<file path="src/rtl/sevb_pkg.sv">
package sevb_pkg;
    localparam int WORD_W  = 32;
    localparam int EVNUM_W = 15;

    typedef enum logic [1:0] {
        B_IDLE,
        B_HDR,
        B_TAG,
        B_CHAN
    } bstate_t;

    // header: [31] tag present, [30:16] event number, [15:0] size in words
    function automatic logic [WORD_W-1:0] pack_header(
        input logic               tag,
        input logic [EVNUM_W-1:0] evn,
        input logic [15:0]        nwords
    );
        return {tag, evn, nwords};
    endfunction
endpackage

</file>
<file path="src/rtl/sevb_size.sv">
module sevb_size #(
    parameter int NUM_CH = 8,
    parameter int SIZE_W = 4
) (
    input  logic [NUM_CH-1:0] chan_en_i,
    input  logic              tag_en_i,
    output logic [SIZE_W-1:0] size_o
);
    logic [SIZE_W-1:0] acc;

    always_comb begin
        acc = SIZE_W'(1) + SIZE_W'(tag_en_i);
        for (int i = 0; i < NUM_CH; i++) begin
            acc = acc + SIZE_W'(chan_en_i[i]);
        end
        size_o = acc;
    end
endmodule

</file>
<file path="src/rtl/sevb_fifo.sv">
module sevb_fifo #(
    parameter int WIDTH = 32,
    parameter int DEPTH = 64,
    localparam int AW = (DEPTH > 1) ? $clog2(DEPTH) : 1,
    localparam int CW = $clog2(DEPTH + 1)
) (
    input  logic             clk,
    input  logic             rst_n,
    input  logic             clr_i,
    input  logic             push_i,
    input  logic [WIDTH-1:0] wdata_i,
    input  logic             pop_i,
    output logic [WIDTH-1:0] rdata_o,
    output logic             empty_o,
    output logic [CW-1:0]    count_o
);
    logic [WIDTH-1:0] mem [DEPTH];
    logic [AW-1:0]    wr_ptr, rd_ptr;
    logic [CW-1:0]    count_q;
    logic             do_pop, do_push;

    assign empty_o = (count_q == '0);
    assign count_o = count_q;
    assign rdata_o = mem[rd_ptr];
    assign do_pop  = pop_i && !empty_o && !clr_i;
    assign do_push = push_i && !clr_i;

    always_ff @(posedge clk) begin
        if (do_push) begin
            mem[wr_ptr] <= wdata_i;
        end
    end

    always_ff @(posedge clk) begin
        if (!rst_n || clr_i) begin
            wr_ptr  <= '0;
            rd_ptr  <= '0;
            count_q <= '0;
        end else begin
            if (do_push) begin
                wr_ptr <= (wr_ptr == AW'(DEPTH - 1)) ? '0 : wr_ptr + 1'b1;
            end
            if (do_pop) begin
                rd_ptr <= (rd_ptr == AW'(DEPTH - 1)) ? '0 : rd_ptr + 1'b1;
            end
            unique case ({do_push, do_pop})
                2'b10:   count_q <= count_q + 1'b1;
                2'b01:   count_q <= count_q - 1'b1;
                default: count_q <= count_q;
            endcase
        end
    end

    // space reservation means a write never meets a full store
    a_r8_no_overflow: assert property (@(posedge clk) disable iff (!rst_n)
        push_i |-> (count_q < CW'(DEPTH)));

    // clear leaves nothing behind
    a_r10_clear_empties: assert property (@(posedge clk) disable iff (!rst_n)
        clr_i |=> empty_o);

    // a read request on an empty store changes nothing
    a_r11_pop_empty_keeps: assert property (@(posedge clk) disable iff (!rst_n)
        (empty_o && pop_i && !push_i && !clr_i) |=> empty_o);
endmodule

</file>
<file path="src/rtl/sevb_builder.sv">
module sevb_builder
    import sevb_pkg::*;
#(
    parameter int NUM_CH = 8,
    parameter int SIZE_W = 4,
    localparam int IDX_W = (NUM_CH > 1) ? $clog2(NUM_CH) : 1
) (
    input  logic                     clk,
    input  logic                     rst_n,
    input  logic                     start_i,
    input  logic                     clear_i,
    input  logic                     tag_en_i,
    input  logic [NUM_CH-1:0]        chan_en_i,
    input  logic [NUM_CH*WORD_W-1:0] cnt_bank_i,
    input  logic [WORD_W-1:0]        time_tag_i,
    input  logic [SIZE_W-1:0]        size_i,
    output logic                     push_o,
    output logic [WORD_W-1:0]        wdata_o,
    output logic                     busy_o
);
    localparam logic [IDX_W-1:0] LAST_IDX = IDX_W'(NUM_CH - 1);

    bstate_t              state_q, state_d;
    logic [IDX_W-1:0]     idx_q;
    logic [EVNUM_W-1:0]   evnum_q;
    logic                 snap_tt;
    logic [NUM_CH-1:0]    snap_mask;
    logic [SIZE_W-1:0]    snap_size;
    logic [WORD_W-1:0]    snap_tag;
    logic [WORD_W-1:0]    snap_cnt [NUM_CH];
    logic                 scan_done;

    assign scan_done = (state_q == B_CHAN) && (idx_q == LAST_IDX);
    assign busy_o    = (state_q != B_IDLE);

    // state register
    always_ff @(posedge clk) begin
        if (!rst_n || clear_i) begin
            state_q <= B_IDLE;
        end else begin
            state_q <= state_d;
        end
    end

    // transitions: accept, tag_on, tag_off, tag_done, scan_done
    always_comb begin
        state_d = state_q;
        unique case (state_q)
            B_IDLE: if (start_i) state_d = B_HDR;
            B_HDR:  state_d = snap_tt ? B_TAG : B_CHAN;
            B_TAG:  state_d = B_CHAN;
            B_CHAN: if (idx_q == LAST_IDX) state_d = B_IDLE;
            default: state_d = B_IDLE;
        endcase
    end

    // control snapshot, scan index and event number
    always_ff @(posedge clk) begin
        if (!rst_n) begin
            idx_q     <= '0;
            evnum_q   <= '0;
            snap_tt   <= 1'b0;
            snap_mask <= '0;
            snap_size <= '0;
            snap_tag  <= '0;
        end else begin
            if (start_i && state_q == B_IDLE) begin
                idx_q     <= '0;
                snap_tt   <= tag_en_i;
                snap_mask <= chan_en_i;
                snap_size <= size_i;
                snap_tag  <= time_tag_i;
            end else if (state_q == B_CHAN) begin
                idx_q <= idx_q + 1'b1;
            end
            if (scan_done && !clear_i) begin
                evnum_q <= evnum_q + 1'b1;
            end
        end
    end

    // counter bank snapshot, data only
    always_ff @(posedge clk) begin
        if (start_i && state_q == B_IDLE) begin
            for (int i = 0; i < NUM_CH; i++) begin
                snap_cnt[i] <= cnt_bank_i[i*WORD_W +: WORD_W];
            end
        end
    end

    // write port
    always_comb begin
        push_o  = 1'b0;
        wdata_o = '0;
        unique case (state_q)
            B_IDLE: begin
                push_o  = 1'b0;
            end
            B_HDR: begin
                push_o  = 1'b1;
                wdata_o = pack_header(snap_tt, evnum_q, 16'(snap_size));
            end
            B_TAG: begin
                push_o  = 1'b1;
                wdata_o = snap_tag;
            end
            B_CHAN: begin
                push_o  = snap_mask[idx_q];
                wdata_o = snap_cnt[idx_q];
            end
            default: push_o = 1'b0;
        endcase
    end

    // acceptance only from idle
    a_r7_start_only_idle: assert property (@(posedge clk) disable iff (!rst_n)
        (start_i && !clear_i) |-> (state_q == B_IDLE));

    // event number only ever steps by one
    a_r5_evnum_step: assert property (@(posedge clk) disable iff (!rst_n)
        (evnum_q != $past(evnum_q)) |-> (evnum_q == $past(evnum_q) + 1'b1));

    // header flag matches the captured tag choice
    a_r3_hdr_flag: assert property (@(posedge clk) disable iff (!rst_n)
        (state_q == B_HDR) |-> (push_o && wdata_o[31] == snap_tt));

    // header size agrees with an independent count
    a_r4_hdr_size: assert property (@(posedge clk) disable iff (!rst_n)
        (state_q == B_HDR) |->
            (wdata_o[15:0] == 16'(32'd1 + 32'(snap_tt) + 32'($countones(snap_mask)))));
endmodule

</file>
<file path="src/rtl/scaler_event_builder.sv">
module scaler_event_builder
    import sevb_pkg::*;
#(
    parameter int NUM_CH = 8,
    parameter int DEPTH  = 64,
    localparam int SIZE_W = $clog2(NUM_CH + 3),
    localparam int CW     = $clog2(DEPTH + 1)
) (
    input  logic                     clk,
    input  logic                     rst_n,
    input  logic                     trig_i,
    input  logic                     tag_en_i,
    input  logic [NUM_CH-1:0]        chan_en_i,
    input  logic [NUM_CH*32-1:0]     cnt_bank_i,
    input  logic [31:0]              time_tag_i,
    input  logic                     clear_i,
    input  logic                     rd_en_i,
    output logic [31:0]              rd_data_o,
    output logic                     empty_o,
    output logic                     full_o,
    output logic                     busy_o
);
    logic [SIZE_W-1:0] cur_size;
    logic [CW-1:0]     fill;
    logic [31:0]       free_words;
    logic              accept;
    logic              push;
    logic [31:0]       wdata;

    sevb_size #(.NUM_CH(NUM_CH), .SIZE_W(SIZE_W)) u_size (
        .chan_en_i (chan_en_i),
        .tag_en_i  (tag_en_i),
        .size_o    (cur_size)
    );

    assign free_words = 32'(DEPTH) - 32'(fill);
    assign full_o     = (free_words < 32'(cur_size));
    assign accept     = trig_i && !busy_o && !full_o && !clear_i;

    sevb_builder #(.NUM_CH(NUM_CH), .SIZE_W(SIZE_W)) u_build (
        .clk        (clk),
        .rst_n      (rst_n),
        .start_i    (accept),
        .clear_i    (clear_i),
        .tag_en_i   (tag_en_i),
        .chan_en_i  (chan_en_i),
        .cnt_bank_i (cnt_bank_i),
        .time_tag_i (time_tag_i),
        .size_i     (cur_size),
        .push_o     (push),
        .wdata_o    (wdata),
        .busy_o     (busy_o)
    );

    sevb_fifo #(.WIDTH(WORD_W), .DEPTH(DEPTH)) u_fifo (
        .clk     (clk),
        .rst_n   (rst_n),
        .clr_i   (clear_i),
        .push_i  (push),
        .wdata_i (wdata),
        .pop_i   (rd_en_i),
        .rdata_o (rd_data_o),
        .empty_o (empty_o),
        .count_o (fill)
    );

    // a refused trigger leaves the builder idle
    a_r8_refused_stays_idle: assert property (@(posedge clk) disable iff (!rst_n)
        (trig_i && full_o && !busy_o) |=> !busy_o);
endmodule

</file>
<file path="config.mk">
export PLATFORM = sky130hd
export DESIGN_NAME = scaler_event_builder
export DESIGN_NICKNAME = d
export VERILOG_FILES = /design/src/rtl/sevb_pkg.sv /design/src/rtl/sevb_size.sv /design/src/rtl/sevb_fifo.sv /design/src/rtl/sevb_builder.sv /design/src/rtl/scaler_event_builder.sv
export SDC_FILE = /design/constraint.sdc
export NUM_CORES = 2
export LEC_CHECK = 0
export BUFFER_PORTS_ARGS = -buffer_cell sky130_fd_sc_hd__buf_2
export CAP_MARGIN = 20
export CELL_PAD_IN_SITES_DETAIL_PLACEMENT = 1
export CELL_PAD_IN_SITES_GLOBAL_PLACEMENT = 1
export CORE_MARGIN = 1.5
export CORE_UTILIZATION = 59
export DETAILED_ROUTE_END_ITERATION = 8
export PLACE_DENSITY_LB_ADDON = 0.1
export SYNTH_ARGS = -nofsm -noshare
export SYNTH_HDL_FRONTEND = slang
export SYNTH_SLANG_ARGS = --single-unit
</file>
<file path="constraint.sdc">
create_clock -name clk -period 16.9 [get_ports clk]
set_clock_uncertainty 0.15 [all_clocks]
set_input_delay 3.38 -clock clk [delete_from_list [all_inputs] [get_ports clk]]
set_output_delay 3.38 -clock clk [all_outputs]
set_load 0.03 [all_outputs]
</file>
== Word level (Yosys, flattened, before mapping) ==
Memory sizes are Yosys's and may differ from the RTL's. A register that Yosys moved wholly into a read port is not among the register bits.
Index checks and enable logic that the tools add are counted.

* Output and inout bits: 35
* Register bits: 84
* Logic and storage cells: 82
* Bits of input ports: 302
* Bits in writable memories: 2,304
* Memories: 2

{| class="wikitable"
|+ Memories
! memory !! depth !! width !! read ports !! clocked after memory_dff !! wr ports !! RTL line !! source
|-
| u_fifo.mem || 64 || 32 || 1 || 1 || 1 || sevb_fifo.sv:17 || <nowiki>logic [WIDTH-1:0] mem [DEPTH];</nowiki>
|-
| u_build.snap_cnt || 8 || 32 || 1 || 1 || 8 || sevb_builder.sv:30 || <nowiki>logic [WORD_W-1:0] snap_cnt [NUM_CH];</nowiki>
|}

* Order comparisons: 2
* Bitwise operators: 1
* Reduce and logical (&&, ||, !) cells: 22
* $add $sub $neg: 16
* Equality and inequality tests: 10
* Muxes and demuxes: 19

{| class="wikitable"
|+ Operators by type and width
! cell !! count
|-
| one-hot mux 32 bit (3 select lines) || 1
|-
| adder 4 x 1 -> 4 bit || 8
|-
| less-than comparator 32 x 4 -> 1 bit || 1
|-
| two-way mux 6 bit || 4
|-
| adder 15 x 1 -> 15 bit (second input constant) || 1
|-
| one-hot mux 7 bit (2 select lines) || 1
|-
| adder 6 x 1 -> 6 bit (second input constant) || 2
|-
| == test 6 bit (second input constant) || 2
|-
| logical AND 1 bit || 9
|-
| one-hot mux 2 bit (4 select lines) || 1
|-
| subtractor 7 x 7 -> 8 bit (first input constant) || 1
|-
| adder 7 x 1 -> 7 bit (second input constant) || 1
|-
| zero test 7 bit || 1
|-
| subtractor 7 x 1 -> 7 bit (second input constant) || 1
|-
| == test 2 bit (second input constant) || 3
|-
| two-way mux 1 bit || 6
|-
| two-way mux 3 bit || 2
|-
| zero test 1 bit || 5
|-
| == test 2 x 1 -> 1 bit (second input constant) || 2
|-
| less-than comparator 3 x 4 -> 1 bit (second input constant) || 1
|-
| two-way mux 2 bit || 2
|-
| nonzero test 2 bit || 2
|-
| OR reduction 2 bit || 2
|-
| adder 3 x 1 -> 3 bit (second input constant) || 1
|-
| 10 further kinds || 10
|}

== Longest topological paths before layout ==
* Depth after elaboration: 16
* Depth in mapped cells: 18
* Gate-level depth less buffers: 16

== Modules after synthesis ==
A second synthesis with hierarchy kept.

* Cells, all modules: 4,313
* Area, all modules: 92,471.2 um^2

{| class="wikitable"
|+ By module, submodules not included
! module !! seq. area each (um^2) !! area each (um^2) !! times used !! cells an instance
|-
| sevb_fifo || 61,999.5 || 79,211.0 || 1 || 3,472
|-
| sevb_builder || 9,048.7 || 12,852.3 || 1 || 795
|-
| scaler_event_builder || 0.0 || 207.7 || 1 || 23
|-
| sevb_size || 0.0 || 200.2 || 1 || 23
|}

== Least setup slack after synthesis ==
Ideal clock, no wire load.

* Path type: input port to output port
* Start: in chan_en_i[0]
* End: out full_o
* Stages on the path: 13
* Path slack: 6.796 ns
* Buffers on the path: 0
* Required time: 13.370 ns
* Arrival time: 6.574 ns
* Path through: inv_1 fa_1 fa_1 fa_1 fa_1 inv_1 fa_1 xor2_1 ha_1 o21ai_0 a21oi_1 nor2_1 and2_1

* Word-level cells in the longest chain between the ends: 9

{| class="wikitable"
|+ Ends and longest elaborated chain
! what !! RTL line !! source
|-
| start: declaration || scaler_event_builder.sv:13 || <nowiki>input logic [NUM_CH-1:0] chan_en_i,</nowiki>
|-
| adder 4 x 1 -> 4 bit (8 in series) || sevb_size.sv:14 || <nowiki>acc = acc + SIZE_W'(chan_en_i[i]);</nowiki>
|-
| less-than comparator 32 x 4 -> 1 bit || scaler_event_builder.sv:37 || <nowiki>assign full_o = (free_words < 32'(cur_size));</nowiki>
|-
| end: declaration || scaler_event_builder.sv:20 || <nowiki>output logic full_o,</nowiki>
|}

Every way passes these cells.

== Final worst setup path ==
* Start: in tag_en_i
* End: out full_o

* Word-level cells in the longest chain between the ends: 10

{| class="wikitable"
|+ Ends and longest elaborated chain
! what !! RTL line !! source
|-
| start: declaration || scaler_event_builder.sv:12 || <nowiki>input logic tag_en_i,</nowiki>
|-
| adder 1 x 1 -> 2 bit || sevb_size.sv:12 || <nowiki>acc = SIZE_W'(1) + SIZE_W'(tag_en_i);</nowiki>
|-
| adder 4 x 1 -> 4 bit (8 in series) || sevb_size.sv:14 ||
|-
| less-than comparator 32 x 4 -> 1 bit || scaler_event_builder.sv:37 ||
|}

Every way passes these cells.

==> impl_metrics.env <==
export IMPL_synth_area_um2=92500
export IMPL_antenna_found_initial=31
export IMPL_timing_hold_ws_ps=308
export IMPL_clk_pin_slew_ps=60
export IMPL_setup_worst_path_end_class="primary output"
export IMPL_synth_seq_area_share=0.768
export IMPL_rsz0062_at_grt="no"
export IMPL_via_count=47300
export IMPL_multi_input_area_um2=20700
export IMPL_cts_hold_repair_buffers=0
export IMPL_syn2layout_area_growth_pct=13.3
export IMPL_grt_pass1_vias=49900
export IMPL_maxSlewViolCount=0
export IMPL_dieArea_um2=159000
export IMPL_cts_tree="yes"
export IMPL_drt_iter0_markers=5720
export IMPL_p_per_area_nw_per_um2=111
export IMPL_first_pass_iters=6
export IMPL_r2r_start="u_build.state_q[1]"
export IMPL_reg2reg_depth=7
export IMPL_hold_class="flop to flop"
export IMPL_slowest_stage="fa_1"
export IMPL_rows=145
export IMPL_grt_pass1_wl_um=363000
export IMPL_critPathLaunch="tag_en_i"
export IMPL_status="finished, final reports clean"
export IMPL_fin_ws_ps=6430
export IMPL_hold_viol=0
export IMPL_synth_async_sr_flop_share=0
export IMPL_antenna_left=0
export IMPL_slowest_delay_ps=560
export IMPL_synthesis_nets=4586
export IMPL_hold_path_depth=2
export IMPL_synth_cell_type_count=69
export IMPL_crit_buf_inv=3
export IMPL_die_h_um=399
export IMPL_wirelength_um=256000
export IMPL_yosys_warnings=0
export IMPL_cts_buffer_depth=3
export IMPL_crit_path_frequent_cell="fa_1"
export IMPL_min_from="u_build.snap_mask[2]"
export IMPL_syn_instance_count=4254
export IMPL_setup_viol_count_final=0
export IMPL_numPortBuffers=336
export IMPL_fmax_ghz=0.0955
export IMPL_crit_family="adder cells"
export IMPL_root_buffer="clkbuf_16"
export IMPL_postCtsSetupBuffers=0
export IMPL_place_ws_ps=6410
export IMPL_syn_area_per_cell_um2=21.7
export IMPL_worstPathArrival_ps=6940
export IMPL_cap_violations=0
export IMPL_drive_gt1_frac=0.313
export IMPL_criticalPathCategory="input port to primary output"
export IMPL_grt_start_max_net_pins=198
export IMPL_route_detailed_drc=0
export IMPL_numCtsBuffers=230
export IMPL_start_util=0.593
export IMPL_ys_flop_type="edfxtp_1"
export IMPL_post_cts_resized=0
export IMPL_regArea_um2=71100
export IMPL_pin_count=337
export IMPL_nNetsFinal=5052
export IMPL_synth_seq_cells=2397
export IMPL_dp_hpwl_um=145000
export IMPL_insertion_delay_ps=860
export IMPL_core_um2=156000
export IMPL_vias_per_cell=6.77
export IMPL_worst_ep_required_time_ps=13370
export IMPL_fp_dieW_um=399
export IMPL_tightest_slew_ps=1300
export IMPL_cts_sinks=2397
export IMPL_critical_path_depth=14
export IMPL_h_tree_depth=4
export IMPL_fill_cells=12300
export IMPL_synth_edf_count=2304
export IMPL_leakage_nw=31.2
export IMPL_maxSlewHeadroom=0.126
export IMPL_ir_worst_vdd_v=0.000112
export IMPL_tns_ps=0
export IMPL_period_share=0.620
export IMPL_crit_fanout=4
export IMPL_most_common_layout_cells="edfxtp_1, mux4_2, buf_2"
export IMPL_gr_total_overflow=0
export IMPL_gp_routability_congestion=0.781
export IMPL_mostFrequentLayoutCell="edfxtp_1"
export IMPL_finalCriticalPeriod_ps=10470
export IMPL_postLayoutCoreUtil=0.672
export IMPL_wire_per_inst_um=36.6
export IMPL_start_kind="input port"
export IMPL_grt_total_usage=0.328
export IMPL_crit_chain="buf_2 > fa_1 > fa_1 > fa_1 > fa_1 > inv_1 > fa_1 > xor2_1 > ha_1 > o21ai_0 > a21oi_1 > nor2_1 > and2_1 > buf_2"
==> registers in the layout, indices dropped and copies added (netlist names), named ones only <==
signal,flops
u_build.snap_size,4
u_build.snap_tt,1
u_build.snap_cnt,256
u_fifo.count_o,7
u_fifo.wr_ptr,6
u_build.snap_tag,32
u_build.evnum_q,15
u_build.idx_q,3
u_fifo.mem,2048
u_build.snap_mask,8
u_build.state_q,2
u_fifo.rd_ptr,6
==> cells by family (layout without fill, tap and decap cells) <==
family                   count (synthesis)  count (layout)  synth area share
buffers and inverters                  274             941            0.0161
flip-flops                            2397            2397             0.768
multiplexers                           741             741             0.159
AND/OR/NAND/NOR                        393             393            0.0191
other                                    0              16                 0
adder cells (fa/ha/maj)                 30              30           0.00463
AO/OA/AOI/OAI                          393             393            0.0309
XOR/XNOR                                26              26           0.00246
==> metrics by stage <==
stage          area (µm²)  instances  power, mW
6_report           105000       6995       11.7
5_1_grt            105000       6992       11.9
4_1_cts            105000       6979       11.7
3_5_place_dp        97300       6546       6.74
3_3_place_gp        97300       6546       6.73
2_1_floorplan       92500       4254       6.67
==> layout make-up <==
cell class,count,share of cell area
Multi-Input combinational cell,1583,0.198
Clock buffer,323,0.0616
Antenna cell,16,0.000382
Tap cell,2058,0.0246
Sequential cell,2397,0.679
Inverter,33,0.00125
Clock inverter,110,0.00900
Timing Repair Buffer,475,0.0269
==> path summary, 6_finish.rpt <==
path	endpoint	slack (ps)
worst max register to register	u_fifo.mem[59][27]	12230
worst max-delay path	full_o	6430
worst min register to register	u_build.snap_mask[2]	310
worst min-delay path	u_build.snap_mask[2]	310
==> metal layers <==
layer	vias to the layer above	routed length [µm]	GRT usage
li1	18900	-	-
met1	25200	94200	0.437
met2	2767	129000	0.546
met3	531	21900	0.0520
met4	8	11300	0.137
met5	-	59	0
==> synth_stat cells, types with 16 or more instances <==
cell type | instances | share of area
edfxtp_1 | 2304 | 0.75
buf_2 | 59 | 0.0032
clkbuf_1 | 101 | 0.0041
a22o_1 | 38 | 0.0036
nand2_1 | 121 | 0.0049
buf_6 | 31 | 0.0038
inv_1 | 32 | 0.0013
nand3_1 | 27 | 0.0015
dfxtp_1 | 93 | 0.020
mux4_2 | 576 | 0.14
a21oi_1 | 109 | 0.0059
o21ai_0 | 23 | 0.0012
a222oi_1 | 20 | 0.0022
nor3_1 | 16 | 0.00087
o22ai_1 | 41 | 0.0028
nor2_1 | 163 | 0.0066
mux2i_1 | 130 | 0.014
a221oi_1 | 59 | 0.0056
o221ai_1 | 40 | 0.0038
mux2_2 | 35 | 0.0043
ha_1 | 23 | 0.0031
buf_4 | 41 | 0.0033
==> report_power, final <==
part	total, mW	leakage (nW)	switching (mW)	internal (mW)
logic	0.135	7.07	0.0766	0.0585
clock network	5.06	3.63	2.18	2.88
registers	6.48	20.5	0.0129	6.46
==> tightest hold or removal path, stage by stage (launching register included) <==
cell	delay [ps]
dfxtp_1	310
nand2_1	50
mux2i_1	50
(Power assumes the default switching activity.)
